File: src/rtl/daisy_irq_chain.sv
module daisy_irq_chain #(
  parameter int NODES    = 4,
  parameter int VEC_W    = 8,
  parameter int PREP_CYC = 4
) (
  input  logic                     clk,
  input  logic                     rst_n,
  input  logic [NODES-1:0]         svc_req_i,
  input  logic [NODES-1:0]         svc_clr_i,
  input  logic [NODES*VEC_W-1:0]   node_vec_i,
  output logic                     irq_n_o,
  output logic                     ack_o,
  output logic [NODES-1:0]         grant_o,
  output logic                     chain_out_o,
  output logic [VEC_W-1:0]         bus_o,
  output logic [VEC_W-1:0]         vec_o,
  output logic                     vec_valid_o,
  output logic                     spurious_o
);

  localparam int CW = $clog2(PREP_CYC + 1);

  typedef enum logic [1:0] {S_IDLE, S_PREP, S_ACK} st_t;

  st_t              state;
  logic [CW-1:0]    cnt;
  logic [NODES-1:0] pending;
  logic [NODES-1:0] snap;
  logic [NODES:0]   ack_pass;

  always_ff @(posedge clk or negedge rst_n)
    if (!rst_n) pending <= '0;
    else        pending <= (pending | svc_req_i) & ~svc_clr_i;

  assign irq_n_o = ~|pending;

  always_ff @(posedge clk or negedge rst_n)
    if (!rst_n) begin
      state <= S_IDLE;
      cnt   <= '0;
      snap  <= '0;
    end else begin
      case (state)
        S_IDLE: if (!irq_n_o) begin
          state <= S_PREP;
          cnt   <= '0;
        end
        S_PREP: if (cnt == CW'(PREP_CYC - 1)) begin
          state <= S_ACK;
          snap  <= pending;
        end else begin
          cnt <= cnt + 1'b1;
        end
        default: state <= S_IDLE;
      endcase
    end

  assign ack_o       = (state == S_ACK);
  assign ack_pass[0] = ack_o;

  for (genvar i = 0; i < NODES; i++) begin : g_node
    assign grant_o[i]    = ack_pass[i] & snap[i];
    assign ack_pass[i+1] = ack_pass[i] & ~snap[i];
  end

  assign chain_out_o = ack_pass[NODES];

  always_comb begin
    bus_o = '1;
    for (int i = NODES - 1; i >= 0; i--)
      if (grant_o[i]) bus_o = node_vec_i[i*VEC_W +: VEC_W];
  end

  always_ff @(posedge clk or negedge rst_n)
    if (!rst_n) begin
      vec_o       <= '0;
      vec_valid_o <= 1'b0;
      spurious_o  <= 1'b0;
    end else begin
      vec_valid_o <= ack_o;
      if (ack_o) begin
        vec_o      <= bus_o;
        spurious_o <= chain_out_o;
      end
    end


  req_sets_line_chk: assert property (@(posedge clk) disable iff (!rst_n)
    (|(svc_req_i & ~svc_clr_i)) |=> !irq_n_o);


  line_stays_high_chk: assert property (@(posedge clk) disable iff (!rst_n)
    (irq_n_o && !(|(svc_req_i & ~svc_clr_i))) |=> irq_n_o);


  ack_strobe_chk: assert property (@(posedge clk) disable iff (!rst_n)
    ack_o |=> !ack_o);


  grant_onehot_chk: assert property (@(posedge clk) disable iff (!rst_n)
    $onehot0(grant_o));


  grant_stops_chain_chk: assert property (@(posedge clk) disable iff (!rst_n)
    (|grant_o) |-> (ack_o && !chain_out_o));


  capture_after_ack_chk: assert property (@(posedge clk) disable iff (!rst_n)
    vec_valid_o |-> $past(ack_o));


  spurious_bus_chk: assert property (@(posedge clk) disable iff (!rst_n)
    spurious_o |-> (vec_o == '1));

endmodule

File: config.mk
export PLATFORM = sky130hd
export DESIGN_NAME = daisy_irq_chain
export DESIGN_NICKNAME = d
export VERILOG_FILES = /design/src/rtl/daisy_irq_chain.sv
export SDC_FILE = /design/constraint.sdc
export NUM_CORES = 1
export LEC_CHECK = 0
export ABC_AREA = 1
export CAP_MARGIN = 20
export CORE_MARGIN = 5
export CORE_UTILIZATION = 40
export CTS_BUF_LIST = sky130_fd_sc_hd__clkbuf_16
export CTS_CLUSTER_SIZE = 10
export DETAILED_ROUTE_END_ITERATION = 8
export GPL_TIMING_DRIVEN = 0
export PLACE_DENSITY = 0.82
export SYNTH_ARGS = -nofsm -noshare
export SYNTH_HDL_FRONTEND = slang
export SYNTH_SLANG_ARGS = --single-unit
export TNS_END_PERCENT = 50
File: constraint.sdc
create_clock -name clk -period 3.6 [get_ports clk]
set_clock_uncertainty 0.1 [all_clocks]
set_input_delay 0.54 -clock clk [delete_from_list [all_inputs] [get_ports clk]]
set_output_delay 0.54 -clock clk [all_outputs]
set_load 0.02 [all_outputs]
==> impl_results.md, run 1 <==
- Vias/cell: 4.61
- Count of yosys warnings during synthesis: 0
- Summed instance area of the synthesized netlist: 0.00137 mm^2
- Residual antenna-violating net count after detailed routing: 0
- Initial Utilization: 41.2%
- Number of hold-slack violations in the final timing report: 0
- RePlAce Congestion: 0.709
- Wire length per cell: 12.3 um
- Peak supply drop: 0.000311 V
- Largest fanout on the critical path: 10
- Internal power summed over all cells: 0.774 mW
- Placed wire-length estimate after detailed placement: 2840 um
- Net switching component of the power: 0.514 mW
- Endpoint of the worst hold path: cnt[0]
- Logic pwr share: 47.6%
- Clock power frac: 19.2%
- Hold path startpoint: cnt[0]
- Unrepaired setup endpoints after global routing: no
- Clock buffer depth: 2
- Area of the die: 0.00471 mm^2
- Final Cycle Share: 77.9%
- Clock tree sinks: 23
- Post_cts resized: 0
- Number of stages on the worst hold path: 1
- Clock Tree Root: sky130_fd_sc_hd__clkbuf_16
- Biggest area contributors in the synthesized netlist: sky130_fd_sc_hd__dfrtp_1 42%, sky130_fd_sc_hd__inv_1 9.6%, sky130_fd_sc_hd__nand2_1 9.0%
- Final critical delay including setup and external delays: 2.80 ns
- Post-layout nets: 296
- All-layer global routing usage: 17.1%
- Cell with the biggest individual delay on the critical path: sky130_fd_sc_hd__clkdlybuf4s50_1
- R2r startpoint: snap[0]
- Synthesized area divided by synthesized cell count: 7.63 um^2
- Sw Ratio: 39.9%
- Result of the run: finished, final reports clean
- Prevailing post-synth register cell: sky130_fd_sc_hd__dfrtp_1
- Register clock-pin slew on the reported worst setup and hold paths: 0.06 ns
- Crit path capture type: output pin
- Clock buffer count from CTS: 3
- Ys async rst share: 100%
- Layout overhead on the synthesized area: 59.4%
- Final core area utilization: 65.6%
- Launching element type of the critical path: flop
- Initial antenna violation count: 0
- Hold_buf cts: 0
- Antenna cells: 0
- Level count of the clock H-tree: 1
- Critical-path cell list: inv_4 -> nand3_4 -> nor2_4 -> buf_6 -> nand2_1 -> nor2_1 -> clkdlybuf4s50_1
- PD cells: 588 mW/mm^2
- Number of enable flip-flop cells after synthesis: 0
- Arr. time, crit path: 2.16 ns
- Via Count: 1368
- Number of slew-limit violations in the final report: 0
- Final-report setup violation count: 0
- Area of the core region: 0.00334 mm^2
- Post-synth cell types: 27
- Y dimension of the die: 68.6 um
- Max-cap violations: 0
- Worst Reg-to-Reg Cells: 7
- Required time worst endpoint: 2.96 ns
- Placement row count: 21
- Vias in the first global route: 1302
- Global-route wire length before repair: 5930 um
- Part of the Yosys area used for sequential elements: 41.9%
- Area share of the largest cell type after synthesis: 41.9%
- Synth Register Bits: 23
- Number of buffer cells added on primary ports: 66
- Area taken by multi-input logic gates: 609 um^2
- Number of fillers in the final layout: 309
- Least-Margin Pin Slew: 0.488 ns
- Post-synth net total: 224
- Accumulated negative setup slack: 0 ns
- Worst-skew pair later-pin latency: 0.26 ns
- Die Wd: 68.6 um
- Pre-Repair DR Iteration Count: 4
- Number of instances in the synthesized netlist: 180
- Leakage Power: 1.03 nW
- Slowest stage delay, CP: 0.62 ns
- Portion of total power attributed to sequential cells: 33.2%
- Detailed-route wire length: 3640 um
- Clock tree from TritonCTS: built
- Post-CTS Setup Repair Bufs: 0
- Fraction of final layout cells with drive strength greater than 1: 7.57%
- I/O pin count: 67
- Remaining design rule violation count: 0
- Critical setup path kind: reg2out
- Post-synthesis cell type with the largest combined area: sky130_fd_sc_hd__dfrtp_1
- Remaining global-route overflow: 0
- Relative slew slack: 67.4%
- Pin count of the biggest net entering global routing: 24
- Setup slack of the most critical reg-to-reg path: 2.02 ns
- Kind of path behind the tightest hold check: reg2reg
- Reg-to-Reg End: vec_o[5]
- Max Clock Freq: 357 MHz
- Combined flip-flop and latch cell area: 576 um^2
- Violation count after the first detailed-route iteration: 84
-- metal layers --
metal | track usage (%) | share of wire [%]
met1 | 21.4 | 42
met2 | 27.8 | 48
met3 | 6.16 | 9.1
met4 | 4.47 | 0.99
met5 | 0 | 0
-- metrics by stage --
stage               cells  hold slack (ns)  total power [mW]  cell area (um^2)  setup slack [ns]
detailed placement    292            0.376              1.05              2090             0.957
CTS                   296            0.385              1.30              2170             0.768
global placement      292            0.375              1.04              2090             0.976
floorplan             180            0.144             0.790              1370              1.67
global route          297            0.421              1.39              2190             0.654
finish                297            0.383              1.29              2190             0.795
-- synthesized netlist by cell type (2+ instances only) --
cell                        n
sky130_fd_sc_hd__ha_1       2
sky130_fd_sc_hd__nand3_1   10
sky130_fd_sc_hd__o21ai_0    6
sky130_fd_sc_hd__nor2_4     2
sky130_fd_sc_hd__inv_1     35
sky130_fd_sc_hd__nand4_1   16
sky130_fd_sc_hd__nor2_1    20
sky130_fd_sc_hd__dfrtp_1   23
sky130_fd_sc_hd__nand2_1   33
sky130_fd_sc_hd__nand3b_1   9
sky130_fd_sc_hd__a21oi_1    7
sky130_fd_sc_hd__buf_6      2
-- cells in the final DEF (no fill, tap or decap), drive strengths merged --
cell and instances:
clkinv 2, buf 5, a21oi 8, clkbuf 4
nor3 1, dfrtp 23, nand2 34, nand4 17
nor2 22, ha 2, clkinvlp 1, inv 37
clkdlybuf4s50 66, mux2i 1, nand3b 9, nand3 12
o21ai 7
-- power groups by stage --
stage	sequential (mW)	combinational [mW]	clock (mW)
after global routing	0.441	0.682	0.268
final	0.428	0.613	0.248
after CTS	0.429	0.619	0.253
after floorplan	0.492	0.298	0
after detailed placement	0.434	0.617	0
after global placement	0.431	0.605	0
-- logic make-up (layout without fill, tap and decap cells) --
logic type	after synthesis	after routing	synth area share, %
AOI/OAI and AO/OA	15	15	5.74
adders and majority gates	2	2	1.82
buffers and inverters	44	115	13.8
DFF	23	23	41.9
muxes	1	1	0.729
and+or+nand+nor	95	95	36.1
-- critical path: cells and delay by family, from the launching register on --
| family | cells | cell delay [ns] |
|---|---|---|
| buf+inv | 3 | 0.95 |
| flops | 1 | 0.45 |
| simple gates | 4 | 0.51 |
-- sequential cells by signal, summed over array words and instances (netlist names) --
signal and count:
cnt 3, pending 4, snap 4, spurious_o 1, state 2, vec_o 8
vec_valid_o 1
-- layout make-up --
class                   count  area share (%)
plain buffers               5            1.77
clock buffers               3            3.43
flip-flops and latches     23            26.3
inverters                  39            6.86
multi-input cells         113            27.8
clock inverters             1           0.343
repair buffers             67            30.9
well taps                  46            2.63
-- worst max-delay path by stage --
stage	start	end	slack (ns)	cells past startpoint
floorplan	snap[0]	chain_out_o	1.67	6
global placement	node_vec_i[15]	bus_o[7]	0.98	8
global route	snap[0]	chain_out_o	0.65	7
detailed placement	node_vec_i[12]	bus_o[4]	0.96	8
finish	snap[0]	chain_out_o	0.80	7
CTS	snap[0]	chain_out_o	0.77	7
No activity file was read; power rests on OpenSTA's default activity.
==> run 2: changes to the inputs <==
clock period = 2.6 ns   (was 3.6 ns; I/O delays follow)
==> run 2 against run 1 <==
Compared with the run above: non-clock buffer count up 3; sequential power up 39%; register-to-register slack worse by 0.98 ns; core utilization up 1.5 points; final cell count up 1.0%; hold slack worse by 0.021 ns; global-route usage up 0.38 points; via count up 0.95%; cell area up 2.3%; first-iteration DRC count up 6.0%; critical endpoint is now grant_o[0]; routed wire length up 2.8%.
==> impl_results.md, run 2 (same netlist as run 1, synthesis figures left out) <==
- RePlAce Congestion: 0.709 (unchanged)
- Level count of the clock H-tree: 1 (unchanged)
- Final core area utilization: 67.1% (+1.5 points)
- Arr. time, crit path: 1.90 ns (-0.26 ns)
- Top library cells by usage in the layout, fill and taps aside: 55 x sky130_fd_sc_hd__clkdlybuf4s50_1, 35 x sky130_fd_sc_hd__inv_1, 33 x sky130_fd_sc_hd__nand2_1, 23 x sky130_fd_sc_hd__dfrtp_1, 20 x sky130_fd_sc_hd__nor2_1
- Pre-Repair DR Iteration Count: 4 (unchanged)
- Peak-usage layer in the global routing report: met2
- Critical-path cell list: inv_2 -> nor2_4 -> nand2_4 -> clkinv_2 -> clkdlybuf4s50_1
- Worst-skew pair later-pin latency: 0.26 ns (about the same)
- Via Count: 1381 (+0.95%)
- Number of hold-slack violations in the final timing report: 0 (unchanged)
- Critical setup path kind: reg2out
- Clock tree sinks: 23 (unchanged)
- Kind of path behind the tightest hold check: in2async
- Placed wire-length estimate after detailed placement: 2840 um (unchanged)
- Global-route wire length before repair: 6040 um (+1.9%)
- Cell with the biggest individual delay on the critical path: sky130_fd_sc_hd__clkdlybuf4s50_1
- Slowest stage delay, CP: 0.63 ns (about the same)
- Final-report setup violation count: 0 (unchanged)
- Leakage Power: 1.08 nW (+5.3%)
- Clock buffer count from CTS: 3 (unchanged)
- Wire length per cell: 12.5 um (+1.8%)
- Y dimension of the die: 68.6 um (unchanged)
- Area of the die: 0.00471 mm^2 (unchanged)
- I/O pin count: 67 (unchanged)
- Clock Tree Root: sky130_fd_sc_hd__clkbuf_16
- Max Clock Freq: 418 MHz
- Accumulated negative setup slack: 0 ns (unchanged)
- Required time worst endpoint: 2.11 ns (-0.85 ns)
- Remaining global-route overflow: 0 (unchanged)
- Area of the core region: 0.00334 mm^2 (unchanged)
- Final Cycle Share: 92.0%
- Post-layout nets: 299 (+1.0%)
- Fraction of final layout cells with drive strength greater than 1: 9.06% (+1.5 points)
- Relative slew slack: 67.0% (-0.36 points)
- Peak supply drop: 0.000428 V (+37%)
- Remaining design rule violation count: 0 (unchanged)
- Top register by number of flip-flops: vec_o
- Number of slew-limit violations in the final report: 0 (unchanged)
- Number of flip-flops in the largest register: 8 (unchanged)
- Crit path capture type: output pin
- Placement row count: 21 (unchanged)
- Initial antenna violation count: 0 (unchanged)
- Vias in the first global route: 1309 (+0.54%)
- Global routing met2 resource utilization: 28.8% (+1.1 points)
- Layout overhead on the synthesized area: 63.0%
- Unrepaired setup endpoints after global routing: no
- Global-route met3 utilization: 6.00% (-0.16 points)
- Detailed-route wire length: 3750 um (+2.8%)
- Launching element type of the critical path: flop
- Result of the run: finished, final reports clean
- Number of buffer cells added on primary ports: 66 (unchanged)
- Vias/cell: 4.60 (about the same)
- Largest fanout on the critical path: 9 (-1)
- All-layer global routing usage: 17.5% (+0.38 points)
- Max-cap violations: 0 (unchanged)
- Largest registers in the final layout: vec_o (8), pending (4), snap (4)
- Initial Utilization: 41.2% (unchanged)
- Hold_buf cts: 0 (unchanged)
- Most common cell after layout, fill and taps aside: sky130_fd_sc_hd__clkdlybuf4s50_1
- Clock buffer depth: 2 (unchanged)
- Die Wd: 68.6 um (unchanged)
- Final critical delay including setup and external delays: 2.39 ns
- Residual antenna-violating net count after detailed routing: 0 (unchanged)
- Clock tree from TritonCTS: built
- Register clock-pin slew on the reported worst setup and hold paths: 0.06 ns (about the same)
- Pin count of the biggest net entering global routing: 24 (unchanged)
- Antenna cells: 0 (unchanged)
- Violation count after the first detailed-route iteration: 89 (+6.0%)
- Least-Margin Pin Slew: 0.493 ns (+0.00540 ns)
- PD cells: 799 mW/mm^2 (+36%)
- Met1 Resource Use GR: 21.7% (+0.30 points)
==> run 2: final cells by class <==
type,instances,area [um^2]
fill,305,1100
timing repair buffer,70,722
multi-input combinational,113,609
sequential,23,576
inverter,39,154
clock buffer,3,75.1
tap,46,57.6
buffer,5,38.8
clock inverter,1,7.51
==> run 2: worst paths after layout <==
| kind | start | end | slack, ns | depth (start not counted) |
|---|---|---|---|---|
| worst max-delay path | state[1] | grant_o[0] | 0.21 | 5 |
| worst min-delay path | rst_n | pending[0] | 0.36 | 1 |
| worst max register to register | snap[0] | vec_o[2] | 1.04 | 7 |
| worst min register to register | cnt[0] | cnt[0] | 0.38 | 1 |
| max in group asynchronous | rst_n | snap[1] | 1.57 | 2 |
| min in group clk | cnt[0] | cnt[0] | 0.38 | 1 |
==> run 2: metal layers <==
layer | part of all wire [%] | vias to the layer above
met4 | 0.96 | 0
met5 | 0 | -
met2 | 49 | 45
met3 | 8.5 | 5
li1 | - | 724
met1 | 42 | 607
==> run 2: critical path: cells and delay by family, from the launching register on <==
family,cells,cell delay [ns]
and+or+nand+nor,2,0.36
DFF,1,0.41
buffers and inverters,3,0.87
==> run 2: what timing repair did <==
action                     CTS  global route
setup endpoints to repair   10            10
buffers inserted             3             0
pin swaps                    1             0
gates resized for setup      1            11
==> run 2: where the power goes <==
| group | switching (mW) | internal, mW | total, mW | leakage (nW) |
|---|---|---|---|---|
| Sequential | 0.0931 | 0.500 | 0.593 | 0.282 |
| Clock | 0.132 | 0.209 | 0.341 | 0.0371 |
| Combinational | 0.489 | 0.367 | 0.856 | 0.765 |
==> run 2: metrics by stage <==
stage | cell area [um^2] | power [mW] | hold WS, ns | cells | worst slack, ns
after floorplan | 1370 | 1.09 | -0.00559 | 180 | 0.824
after global placement | 2090 | 1.43 | 0.375 | 292 | 0.251
after detailed placement | 2090 | 1.45 | 0.376 | 292 | 0.206
after CTS | 2200 | 1.81 | 0.385 | 299 | 0.00367
after global routing | 2240 | 1.94 | 0.405 | 300 | 0.123
final | 2240 | 1.79 | 0.362 | 300 | 0.209
